==> config.mk <==
export PLATFORM = sky130hd
export DESIGN_NAME = dma_rpt_chan
export DESIGN_NICKNAME = d
export VERILOG_FILES = /design/src/rtl/dma_rpt_pkg.sv /design/src/rtl/dma_addr_ptr.sv /design/src/rtl/dma_ctrl_regs.sv /design/src/rtl/dma_req_ctl.sv /design/src/rtl/dma_seq.sv /design/src/rtl/dma_rpt_chan.sv
export SDC_FILE = /design/constraint.sdc
export NUM_CORES = 1
export LEC_CHECK = 0
export BUFFER_PORTS_ARGS = -buffer_cell sky130_fd_sc_hd__buf_2
export CELL_PAD_IN_SITES_DETAIL_PLACEMENT = 1
export CELL_PAD_IN_SITES_GLOBAL_PLACEMENT = 2
export CORE_MARGIN = 4
export CORE_UTILIZATION = 34
export CTS_BUF_LIST = sky130_fd_sc_hd__clkbuf_4 sky130_fd_sc_hd__clkbuf_8 sky130_fd_sc_hd__clkbuf_16
export CTS_CLUSTER_SIZE = 20
export DETAILED_ROUTE_END_ITERATION = 7
export HOLD_SLACK_MARGIN = 0.12
export PLACE_DENSITY = 0.88
export SYNTH_ARGS = -nofsm -noshare
export SYNTH_HDL_FRONTEND = slang
export SYNTH_SLANG_ARGS = --single-unit
==> constraint.sdc <==
create_clock -name clk -period 4.1 [get_ports clk]
set_input_delay 0.205 -clock clk [delete_from_list [all_inputs] [get_ports clk]]
set_output_delay 0.205 -clock clk [all_outputs]
set_load 0.005 [all_outputs]
==> src/rtl/dma_rpt_pkg.sv <==
package dma_rpt_pkg;
  typedef enum logic [1:0] {ST_IDLE, ST_RD, ST_WR} seq_state_e;

  typedef struct packed {
    logic enable;
    logic dst_back;
    logic src_back;
    logic burst;
    logic unit16;
  } dma_mode_t;

  localparam int SEL_SRC  = 0;
  localparam int SEL_DST  = 1;
  localparam int SEL_CNT  = 2;
  localparam int SEL_CTRL = 3;
  localparam int MODE_W   = 5;
endpackage

==> src/rtl/dma_addr_ptr.sv <==
module dma_addr_ptr #(
  parameter int AW = 24
) (
  input  logic          clk,
  input  logic          rst_n,
  input  logic          load,
  input  logic [AW-1:0] load_val,
  input  logic          step,
  input  logic          reload,
  input  logic          backward,
  input  logic [1:0]    step_bytes,
  output logic [AW-1:0] addr
);
  logic [AW-1:0] shadow_q;
  logic [AW-1:0] delta;

  assign delta = AW'(step_bytes);

  always_ff @(posedge clk) begin
    if (!rst_n) begin
      addr     <= '0;
      shadow_q <= '0;
    end else if (load) begin
      addr     <= load_val;
      shadow_q <= load_val;
    end else if (step) begin
      if (reload)        addr <= shadow_q;
      else if (backward) addr <= addr - delta;
      else               addr <= addr + delta;
    end
  end


  fwd_step_chk: assert property (@(posedge clk) disable iff (!rst_n)
    (step && !reload && !load && !backward) |=> (addr == $past(addr) + $past(delta)));

  back_step_chk: assert property (@(posedge clk) disable iff (!rst_n)
    (step && !reload && !load && backward) |=> (addr == $past(addr) - $past(delta)));

  ptr_reload_chk: assert property (@(posedge clk) disable iff (!rst_n)
    (step && reload && !load) |=> (addr == $past(shadow_q)));
endmodule

==> src/rtl/dma_ctrl_regs.sv <==
module dma_ctrl_regs
  import dma_rpt_pkg::*;
#(
  parameter int AW = 24,
  parameter int CW = 16
) (
  input  logic          clk,
  input  logic          rst_n,
  input  logic          reg_we,
  input  logic [1:0]    reg_sel,
  input  logic [AW-1:0] reg_wdata,
  input  logic          term_n,
  input  logic          unit_done,
  input  logic [1:0]    unit_bytes,
  output dma_mode_t     mode,
  output logic [CW-1:0] cnt,
  output logic          last_unit,
  output logic          abort
);
  logic [CW-1:0] cnt_shadow_q;
  logic          cnt_wr;
  logic          ctrl_wr;

  assign cnt_wr    = reg_we && (reg_sel == 2'(SEL_CNT));
  assign ctrl_wr   = reg_we && (reg_sel == 2'(SEL_CTRL));
  assign abort     = !term_n || (ctrl_wr && !reg_wdata[MODE_W-1]);
  assign last_unit = (cnt <= CW'(unit_bytes));

  always_ff @(posedge clk) begin
    if (!rst_n) begin
      cnt          <= '0;
      cnt_shadow_q <= '0;
    end else if (cnt_wr) begin
      cnt          <= reg_wdata[CW-1:0];
      cnt_shadow_q <= reg_wdata[CW-1:0];
    end else if (unit_done) begin
      if (last_unit) cnt <= cnt_shadow_q;
      else           cnt <= cnt - CW'(unit_bytes);
    end
  end

  always_ff @(posedge clk) begin
    if (!rst_n) begin
      mode <= '0;
    end else begin
      if (ctrl_wr) mode <= dma_mode_t'(reg_wdata[MODE_W-1:0]);
      if (!term_n) mode.enable <= 1'b0;
    end
  end


  term_clears_en_chk: assert property (@(posedge clk) disable iff (!rst_n)
    !term_n |=> !mode.enable);

  cnt_reload_chk: assert property (@(posedge clk) disable iff (!rst_n)
    (unit_done && last_unit && !cnt_wr) |=> (cnt == $past(cnt_shadow_q)));

  en_kept_chk: assert property (@(posedge clk) disable iff (!rst_n)
    (unit_done && mode.enable && term_n && !ctrl_wr) |=> mode.enable);
endmodule

==> src/rtl/dma_req_ctl.sv <==
module dma_req_ctl (
  input  logic clk,
  input  logic rst_n,
  input  logic dma_req,
  input  logic burst,
  input  logic unit_done,
  input  logic abort,
  output logic req_q
);
  always_ff @(posedge clk) begin
    if (!rst_n)                  req_q <= 1'b0;
    else if (abort)              req_q <= 1'b0;
    else if (dma_req)            req_q <= 1'b1;
    else if (unit_done && !burst) req_q <= 1'b0;
  end


  steal_clear_chk: assert property (@(posedge clk) disable iff (!rst_n)
    (unit_done && !burst && !dma_req && !abort) |=> !req_q);

  burst_keep_chk: assert property (@(posedge clk) disable iff (!rst_n)
    (req_q && burst && !abort) |=> req_q);
endmodule

==> src/rtl/dma_seq.sv <==
module dma_seq
  import dma_rpt_pkg::*;
#(
  parameter int AW = 24,
  parameter int DW = 16
) (
  input  logic          clk,
  input  logic          rst_n,
  input  logic          start_ok,
  input  logic          abort,
  input  logic          unit16,
  input  logic [AW-1:0] src_addr,
  input  logic [AW-1:0] dst_addr,
  input  logic          bus_ready,
  input  logic [DW-1:0] bus_rdata,
  output logic          bus_valid,
  output logic          bus_we,
  output logic [AW-1:0] bus_addr,
  output logic [DW-1:0] bus_wdata,
  output logic          bus_size,
  output logic          dma_ack,
  output logic          unit_done,
  output logic [1:0]    unit_bytes
);
  seq_state_e    state_q;
  logic [DW-1:0] data_q;
  logic          size_q;
  logic          ack_q;

  assign bus_valid  = (state_q != ST_IDLE);
  assign bus_we     = (state_q == ST_WR);
  assign bus_addr   = (state_q == ST_WR) ? dst_addr : src_addr;
  assign bus_wdata  = data_q;
  assign bus_size   = size_q;
  assign dma_ack    = ack_q;
  assign unit_done  = (state_q == ST_WR) && bus_ready && !abort;
  assign unit_bytes = size_q ? 2'd2 : 2'd1;

  always_ff @(posedge clk) begin
    if (!rst_n) begin
      state_q <= ST_IDLE;
      data_q  <= '0;
      size_q  <= 1'b0;
      ack_q   <= 1'b0;
    end else if (abort) begin
      state_q <= ST_IDLE;
      ack_q   <= 1'b0;
    end else begin
      case (state_q)
        ST_IDLE: if (start_ok) begin
          state_q <= ST_RD;
          size_q  <= unit16;
          ack_q   <= 1'b1;
        end
        ST_RD: if (bus_ready) begin
          data_q  <= size_q ? bus_rdata : DW'(bus_rdata[7:0]);
          state_q <= ST_WR;
        end
        ST_WR: if (bus_ready) begin
          state_q <= ST_IDLE;
          ack_q   <= 1'b0;
        end
        default: state_q <= ST_IDLE;
      endcase
    end
  end


  bus_hold_chk: assert property (@(posedge clk) disable iff (!rst_n)
    (bus_valid && !bus_ready && !abort) |=>
      (bus_valid && $stable(bus_addr) && $stable(bus_we) && $stable(bus_wdata)));

  rd_then_wr_chk: assert property (@(posedge clk) disable iff (!rst_n)
    (bus_valid && !bus_we && bus_ready && !abort) |=> (bus_valid && bus_we));

  ack_cover_chk: assert property (@(posedge clk) disable iff (!rst_n)
    bus_valid |-> dma_ack);

  abort_idle_chk: assert property (@(posedge clk) disable iff (!rst_n)
    abort |=> (!bus_valid && !dma_ack));
endmodule

==> src/rtl/dma_rpt_chan.sv <==
module dma_rpt_chan
  import dma_rpt_pkg::*;
#(
  parameter int AW = 24,
  parameter int DW = 16,
  parameter int CW = 16
) (
  input  logic          clk,
  input  logic          rst_n,
  input  logic          reg_we,
  input  logic [1:0]    reg_sel,
  input  logic [AW-1:0] reg_wdata,
  input  logic          dma_req,
  input  logic          term_n,
  output logic          bus_valid,
  input  logic          bus_ready,
  output logic          bus_we,
  output logic [AW-1:0] bus_addr,
  output logic          bus_size,
  output logic [DW-1:0] bus_wdata,
  input  logic [DW-1:0] bus_rdata,
  output logic          dma_ack
);
  localparam int NPTR = 2;

  dma_mode_t     mode;
  logic [CW-1:0] cnt;
  logic          last_unit;
  logic          abort;
  logic          unit_done;
  logic [1:0]    unit_bytes;
  logic          req_q;
  logic          start_ok;
  logic [AW-1:0] ptr_addr [NPTR];

  assign start_ok = mode.enable && req_q && (cnt != '0);

  dma_ctrl_regs #(.AW(AW), .CW(CW)) u_regs (
    .clk(clk), .rst_n(rst_n), .reg_we(reg_we), .reg_sel(reg_sel),
    .reg_wdata(reg_wdata), .term_n(term_n), .unit_done(unit_done),
    .unit_bytes(unit_bytes), .mode(mode), .cnt(cnt),
    .last_unit(last_unit), .abort(abort)
  );

  for (genvar g = 0; g < NPTR; g++) begin : g_ptr
    localparam int SEL = (g == 0) ? SEL_SRC : SEL_DST;
    logic back;
    assign back = (g == 0) ? mode.src_back : mode.dst_back;
    dma_addr_ptr #(.AW(AW)) u_ptr (
      .clk(clk), .rst_n(rst_n),
      .load(reg_we && (reg_sel == 2'(SEL))), .load_val(reg_wdata),
      .step(unit_done), .reload(last_unit), .backward(back),
      .step_bytes(unit_bytes), .addr(ptr_addr[g])
    );
  end

  dma_req_ctl u_req (
    .clk(clk), .rst_n(rst_n), .dma_req(dma_req), .burst(mode.burst),
    .unit_done(unit_done), .abort(abort), .req_q(req_q)
  );

  dma_seq #(.AW(AW), .DW(DW)) u_seq (
    .clk(clk), .rst_n(rst_n), .start_ok(start_ok), .abort(abort),
    .unit16(mode.unit16), .src_addr(ptr_addr[0]), .dst_addr(ptr_addr[1]),
    .bus_ready(bus_ready), .bus_rdata(bus_rdata), .bus_valid(bus_valid),
    .bus_we(bus_we), .bus_addr(bus_addr), .bus_wdata(bus_wdata),
    .bus_size(bus_size), .dma_ack(dma_ack), .unit_done(unit_done),
    .unit_bytes(unit_bytes)
  );


  zero_cnt_chk: assert property (@(posedge clk) disable iff (!rst_n)
    ((cnt == '0) && !bus_valid) |=> !bus_valid);

  reset_quiet_chk: assert property (@(posedge clk)
    !rst_n |=> (!bus_valid && !dma_ack));
endmodule

Word-level counts from Yosys, hierarchy flattened
Cells that the tools add are included.
{ "classes": {"addsub": 5, "n_lt_le_gt_ge": 1, "eq_ne": 8, "n_mux": 23, "n_bitwise": 2, "reduce_logical": 30} }
{ "op_table": {"columns": ["cell", "n"], "rows": [
  ["$mux W24", 9],
  ["$mux W16", 4],
  ["$add A24 B2 Y24", 2],
  ["$sub A24 B2 Y24", 2],
  ["$le A16 B2 Y1", 1],
  ["$reduce_bool A16 Y1", 1],
  ["$sub A16 B2 Y16", 1],
  ["$reduce_and A3 Y1", 4],
  ["$reduce_bool A2 Y1", 6],
  ["$logic_and A1 B1 Y1", 10],
  ["$mux W2", 4],
  ["$eq A2 B2 Y1 const B", 3],
  ["$ne A2 B2 Y1 const B", 3],
  ["$pmux W2 S3", 1],
  ["$eq A2 B1 Y1 const B", 2],
  ["$logic_not A1 Y1", 4],
  ["$logic_not A2 Y1", 2],
  ["$mux W1", 4],
  ["$not A1 Y1", 2],
  ["$pmux W1 S2", 1],
  ["$reduce_and A2 Y1", 1],
  ["$reduce_or A2 Y1", 1],
  ["$logic_or A1 B1 Y1", 1]
]} }
{ "word_totals": {"regBits": 154, "input_bits": 48, "output_inout_bits": 44, "elab_cells": 85} }

Longest topological paths before layout
{ "logic_depth": {"ltp_word": 9, "ltp_mapped": 13} }

By module
From an unflattened synthesis, not the netlist that was laid out.
{ "unflattened": {"cells_unflattened": 1268, "area_unflattened_um2": 10373.7} }
{ "modules_own_cells": {"columns": ["module", "instances", "cells_per_inst", "area_each_um2", "seq_area_each_um2"], "rows": [
  ["dma_addr_ptr (g_ptr[0].u_ptr)", 1, 452, 3564.7, 960.9],
  ["dma_addr_ptr (g_ptr[1].u_ptr)", 1, 439, 3457.1, 960.9],
  ["dma_ctrl_regs", 1, 243, 1973.1, 740.7],
  ["dma_seq", 1, 122, 1278.7, 400.4],
  ["dma_rpt_chan", 1, 8, 53.8, 0.0],
  ["dma_req_ctl", 1, 4, 46.3, 20.0]
]} }

Least setup slack after synthesis
Ideal clock, no wire load.
{ "synth_path": {"path_kind": "reg2reg", "startpoint": "register, netlist name u_regs.mode[2]", "endpoint": "register g_ptr[0].u_ptr.addr[20]", "setup_ps": 95, "arrival_ps": 3046, "required_ps": 4005, "slack_ps": 959, "path_stages_with_launch": 12, "path_buffers": 1, "path_cell_list": "dfxtp_1 -> clkbuf_1 -> nor2b_1 -> fa_1 -> a211oi_1 -> o21ai_0 -> a21oi_1 -> o31ai_1 -> a41oi_1 -> o21ai_0 -> xnor2_1 -> a221oi_1"} }
{ "synth_via": {"elab_chain_cells": 4} }
{ "synth_lines": {"columns": ["item", "line_no", "rtl"], "rows": [
  ["$mux W24", "dma_addr_ptr.sv:28", "else if (backward) addr <= addr - delta;"],
  ["$mux W24", "dma_addr_ptr.sv:27", "if (reload) addr <= shadow_q;"],
  ["$mux W24", "dma_addr_ptr.sv:26", "end else if (step) begin"],
  ["$mux W24", "dma_addr_ptr.sv:23", "end else if (load) begin"],
  ["end signal: assignment", "dma_addr_ptr.sv:24", "addr <= load_val;"],
  ["end signal: assignment", "dma_addr_ptr.sv:27", null],
  ["end signal: assignment", "dma_addr_ptr.sv:28", null],
  ["end: declaration", "dma_addr_ptr.sv:12", "output logic [AW-1:0] addr"]
]} }
No other way between the ends. The select of a mux whose other input is x is not followed.
A chain may end at the register's enable or synchronous reset.

Worst setup path after layout
{ "layout_path": {"startpoint": "register u_seq.size_q, in the netlist u_seq.bus_size", "endpoint": "register g_ptr[0].u_ptr.addr[20]"} }
{ "layout_via": {"elab_chain_cells": 6, "elab_cells_between_ends": 8, "classes_between": "2 x add/sub; 1 x order compare; 5 x mux"} }
{ "layout_lines": {"columns": ["item", "line_no", "rtl"], "rows": [
  ["start: declaration", "dma_seq.sv:27", "logic size_q;"],
  ["start signal: assignment", "dma_seq.sv:52", "size_q <= unit16;"],
  ["$mux W2 (*)", "dma_seq.sv:37", "assign unit_bytes = size_q ? 2'd2 : 2'd1;"],
  ["$add A24 B2 Y24 or $sub A24 B2 Y24 (tied branches)", "dma_addr_ptr.sv:29, dma_addr_ptr.sv:28", null],
  ["$mux W24", "dma_addr_ptr.sv:28", null],
  ["$mux W24 (*)", "dma_addr_ptr.sv:27", null],
  ["$mux W24 (*)", "dma_addr_ptr.sv:26", null],
  ["$mux W24 (*)", "dma_addr_ptr.sv:23", null]
]} }
Mark *: on every way between the ends. The rest lies on a longest branch, timed or not. The select of a mux whose other input is x is not followed.

==> metrics.md <==
| Metric | Value |
|---|---|
| Status | finished clean |
| Slew margin rel. | a little over a third |
| # H-tree levels | 4 |
| Worst setup path end | g_ptr[0].u_ptr.addr[20] |
| Via density | 5.60 |
| Worst Reg-to-Reg Cells | 13 |
| I/O pin count | 92 |
| Worst skew pair latency | 440 ps |
| Final Cycle Share | 83.8% |
| Final Max Slew Viols | 0 |
| Antenna Nets Post-Route | 0 |
| Max frequency | 291 MHz |
| Clk_skew | 16.7 ps |
| Area grow syn2layout | 19.9% |
| Final setup fails | 0 |
| Remaining Overflow, GRT | 0 |
| Fin Setup TNS | 0 ps |
| Synth Cell Area | 9160 um^2 |
| Measured slew at the worst slew-check pin | about 1000 ps |
| DR pass1 iterations | 5 |
| RSZ-0062 raised after global routing | false |
| Drt wl/cell | 19.6 um |
| Seq cells post-synth | 154 |
| Count of different cell masters after synthesis | 63 |
| HP Class | input pin to flop |
| TritonCTS Buffers | 17 |
| RR Endpoint | g_ptr[0].u_ptr.addr[20] |
| Count of flip-flops with a built-in enable after synthesis | 0 |
| Worst setup path startpoint | u_seq.bus_size |
| Crit path time final | 3440 ps |
| Setup Fix Bufs, Post-CTS | 0 |
| First-pass GRT wire length | 53400 um |
| Leading cell type in the layout, fill and taps excluded | nand2_1 |
| CP Max Fanout | 14 |
| Via count | 9601 |
| Starting density of the core | between 30% and 40% |
| CP Class | flop to flop |
| CTS tree | yes |
| Synthesized net count | 1369 |
| ANT cells | 0 |
| Initial antenna violation count | 0 |
| Total power draw | 3.89 mW |
| Max cap viols | 0 |
| Seq/Total Area, Yosys | between 30 and 40% |
| Buffer depth of the longest clock path | 2 |
| RD Place Congestion | 0.856 |
| # DRC | 0 |
| Post-Syn Instances | 1270 |
| Dominant synthesized flop cell | dfxtp_1 |
| WP data required | 4450 ps |
| Reg2reg start | u_seq.bus_size |
| Power Dens Cells | 354 nW/um^2 |
| Std cell rows | 59 |
| Core footprint | 26300 um^2 |
| Vias in the first global route | 9847 |
| DIE AREA | 29600 um^2 |
| LEAKAGE | 4.44 nW |
| HPWL after DPL | around 23000 um |
| Final hold viol count | 0 |
| Startpoint Class | flop |
| Most frequent cells in the layout | nand2_1, a21oi_1, dfxtp_1, buf_2, o21ai_0 |
| Worst vdd ir | 0.218 mV |
| Worst-path clk slew | 80 ps |
| Largest net degree at the start of global routing | 59 |
| Beginning of the worst hold path | reg_wdata[6] |
| Initial DRC count | ~670 |
| CP endpoint kind | flop |
| Crit path DAT | ~3800 ps |
| Die X-Extent | around 170 um |
| Port bufs | 91 |
| Routed WL | 33500 um |
| Clk sink count | 154 |
| Layout cells sized above 1 | 12.3% |
| Post-layout nets | roughly 1500 |
| Post-synth ARST share | 0% |
| Syn avg cell area | 7.21 um^2 |
| Syn. warnings | 0 |
| Chip height | roughly 170 um |
| Gr usage total | between 20% and 30% |
| Root buffer selected by CTS | clkbuf_16 |
| R2R Setup Slk | around 660 ps |
==> repair_timing <==
| action | CTS | global route |
|---|---|---|
| gates resized for setup | 0 | 0 |
| hold buffers | 39 | 0 |
| hold endpoints to repair | 64 | 0 |
==> flip-flops by register name, summed over array words and instances (netlist names) <==
name	flops
u_regs.mode	5
u_seq.bus_wdata	16
u_seq.dma_ack	1
u_regs.cnt	16
u_regs.cnt_shadow_q	16
u_seq.bus_size	1
g_ptr.u_ptr.shadow_q	48
g_ptr.u_ptr.addr	48
u_req.req_q	1
u_seq.state_q	2
==> worst max-delay path, stage by stage, from the launching register on <==
cell and delay (ps):
dfxtp_1 330, buf_4 200, inv_1 70, ha_1 140
inv_1 50, fa_1 430, a211oi_1 310, o21ai_0 140
a21oi_1 290, o31ai_1 190, a41oi_1 520, o21ai_0 220
xnor2_1 160, a221oi_1 270
==> metrics by stage <==
stage          setup WS [ps]  hold WS, ps  cells  area [um^2]  utilization [%]
5_1_grt                  255          137   1714        11000             41.8
3_3_place_gp             808          434   1643         9960             37.9
6_report                 665          149   1714        11000             41.8
4_1_cts                  689          128   1714        11000             41.8
3_5_place_dp             722          439   1643         9960             37.9
2_1_floorplan            959          334   1270         9160                -
==> synthesized netlist by cell type, types with 7 or more instances <==
library cell  count  area, um^2
o21bai_1          7        52.6
buf_1            10        37.5
nand2_1         332        1250
o211ai_1         23         173
a21o_1           10        75.1
o21a_1            8        60.1
a21oi_1         188         941
ha_1             48         601
mux2i_1           7        70.1
nand3_1          43         215
clkbuf_1         59         221
o21ai_0          65         325
dfxtp_1         154        3080
and3_1            7        43.8
buf_2             8        40.0
nor2_1           56         210
nand2b_1         11        68.8
nor2b_1           7        43.8
nor3_1           12        60.1
xor2_1           20         175
o22ai_1          20         125
nand4_1           7        43.8
xnor2_1          18         158
a211oi_1         12        90.1
inv_1            23        86.3
a31oi_1          19         119
or3_1            10        62.6
==> power breakdown <==
group          internal, mW  switching (mW)
registers              1.54          0.0386
clock network         0.888           0.793
logic                 0.214           0.409
==> per-layer routing <==
layer | share of wire (%) | track usage [%] | vias to the layer above
met3 | 4.5 | 3.91 | 57
li1 | - | - | 4681
met5 | 0 | 0 | -
met1 | 45 | 29.5 | 4661
met4 | 2.6 | 7.01 | 0
met2 | 48 | 38.8 | 202
==> logic make-up (layout without fill, tap and decap cells) <==
kind of cell             after synthesis  after routing  synth area share, %
XOR/XNOR                              38             38                 3.63
AND/OR/NAND/NOR                      513            513                 24.0
multiplexers                           8              8                0.888
adder cells (fa/ha/maj)               51             51                 7.21
AO/OA/AOI/OAI                        404            404                 26.3
flip-flops                           154            154                 33.7
buffers and inverters                102            211                 4.30
==> area by class of cell <==
type	instances	area, um^2
Clock inverter	15	203
Fill cell	3305	15300
Clock buffer	17	425
Inverter	24	92.6
Sequential cell	154	3080
Tap cell	335	419
Multi-Input combinational cell	1014	5710
Timing Repair Buffer	155	1050
==> worst min path at each step <==
stage                             end  slack [ps]  depth (start not counted)
3_3_place_gp           u_regs.mode[4]         430                          2
4_1_cts        u_regs.cnt_shadow_q[6]         130                          3
2_1_floorplan             u_req.req_q         330                          2
6_report       u_regs.cnt_shadow_q[6]         150                          3
3_5_place_dp           u_regs.mode[4]         440                          2
5_1_grt        g_ptr[1].u_ptr.addr[6]         140                          3
(Power assumes the default switching activity.)
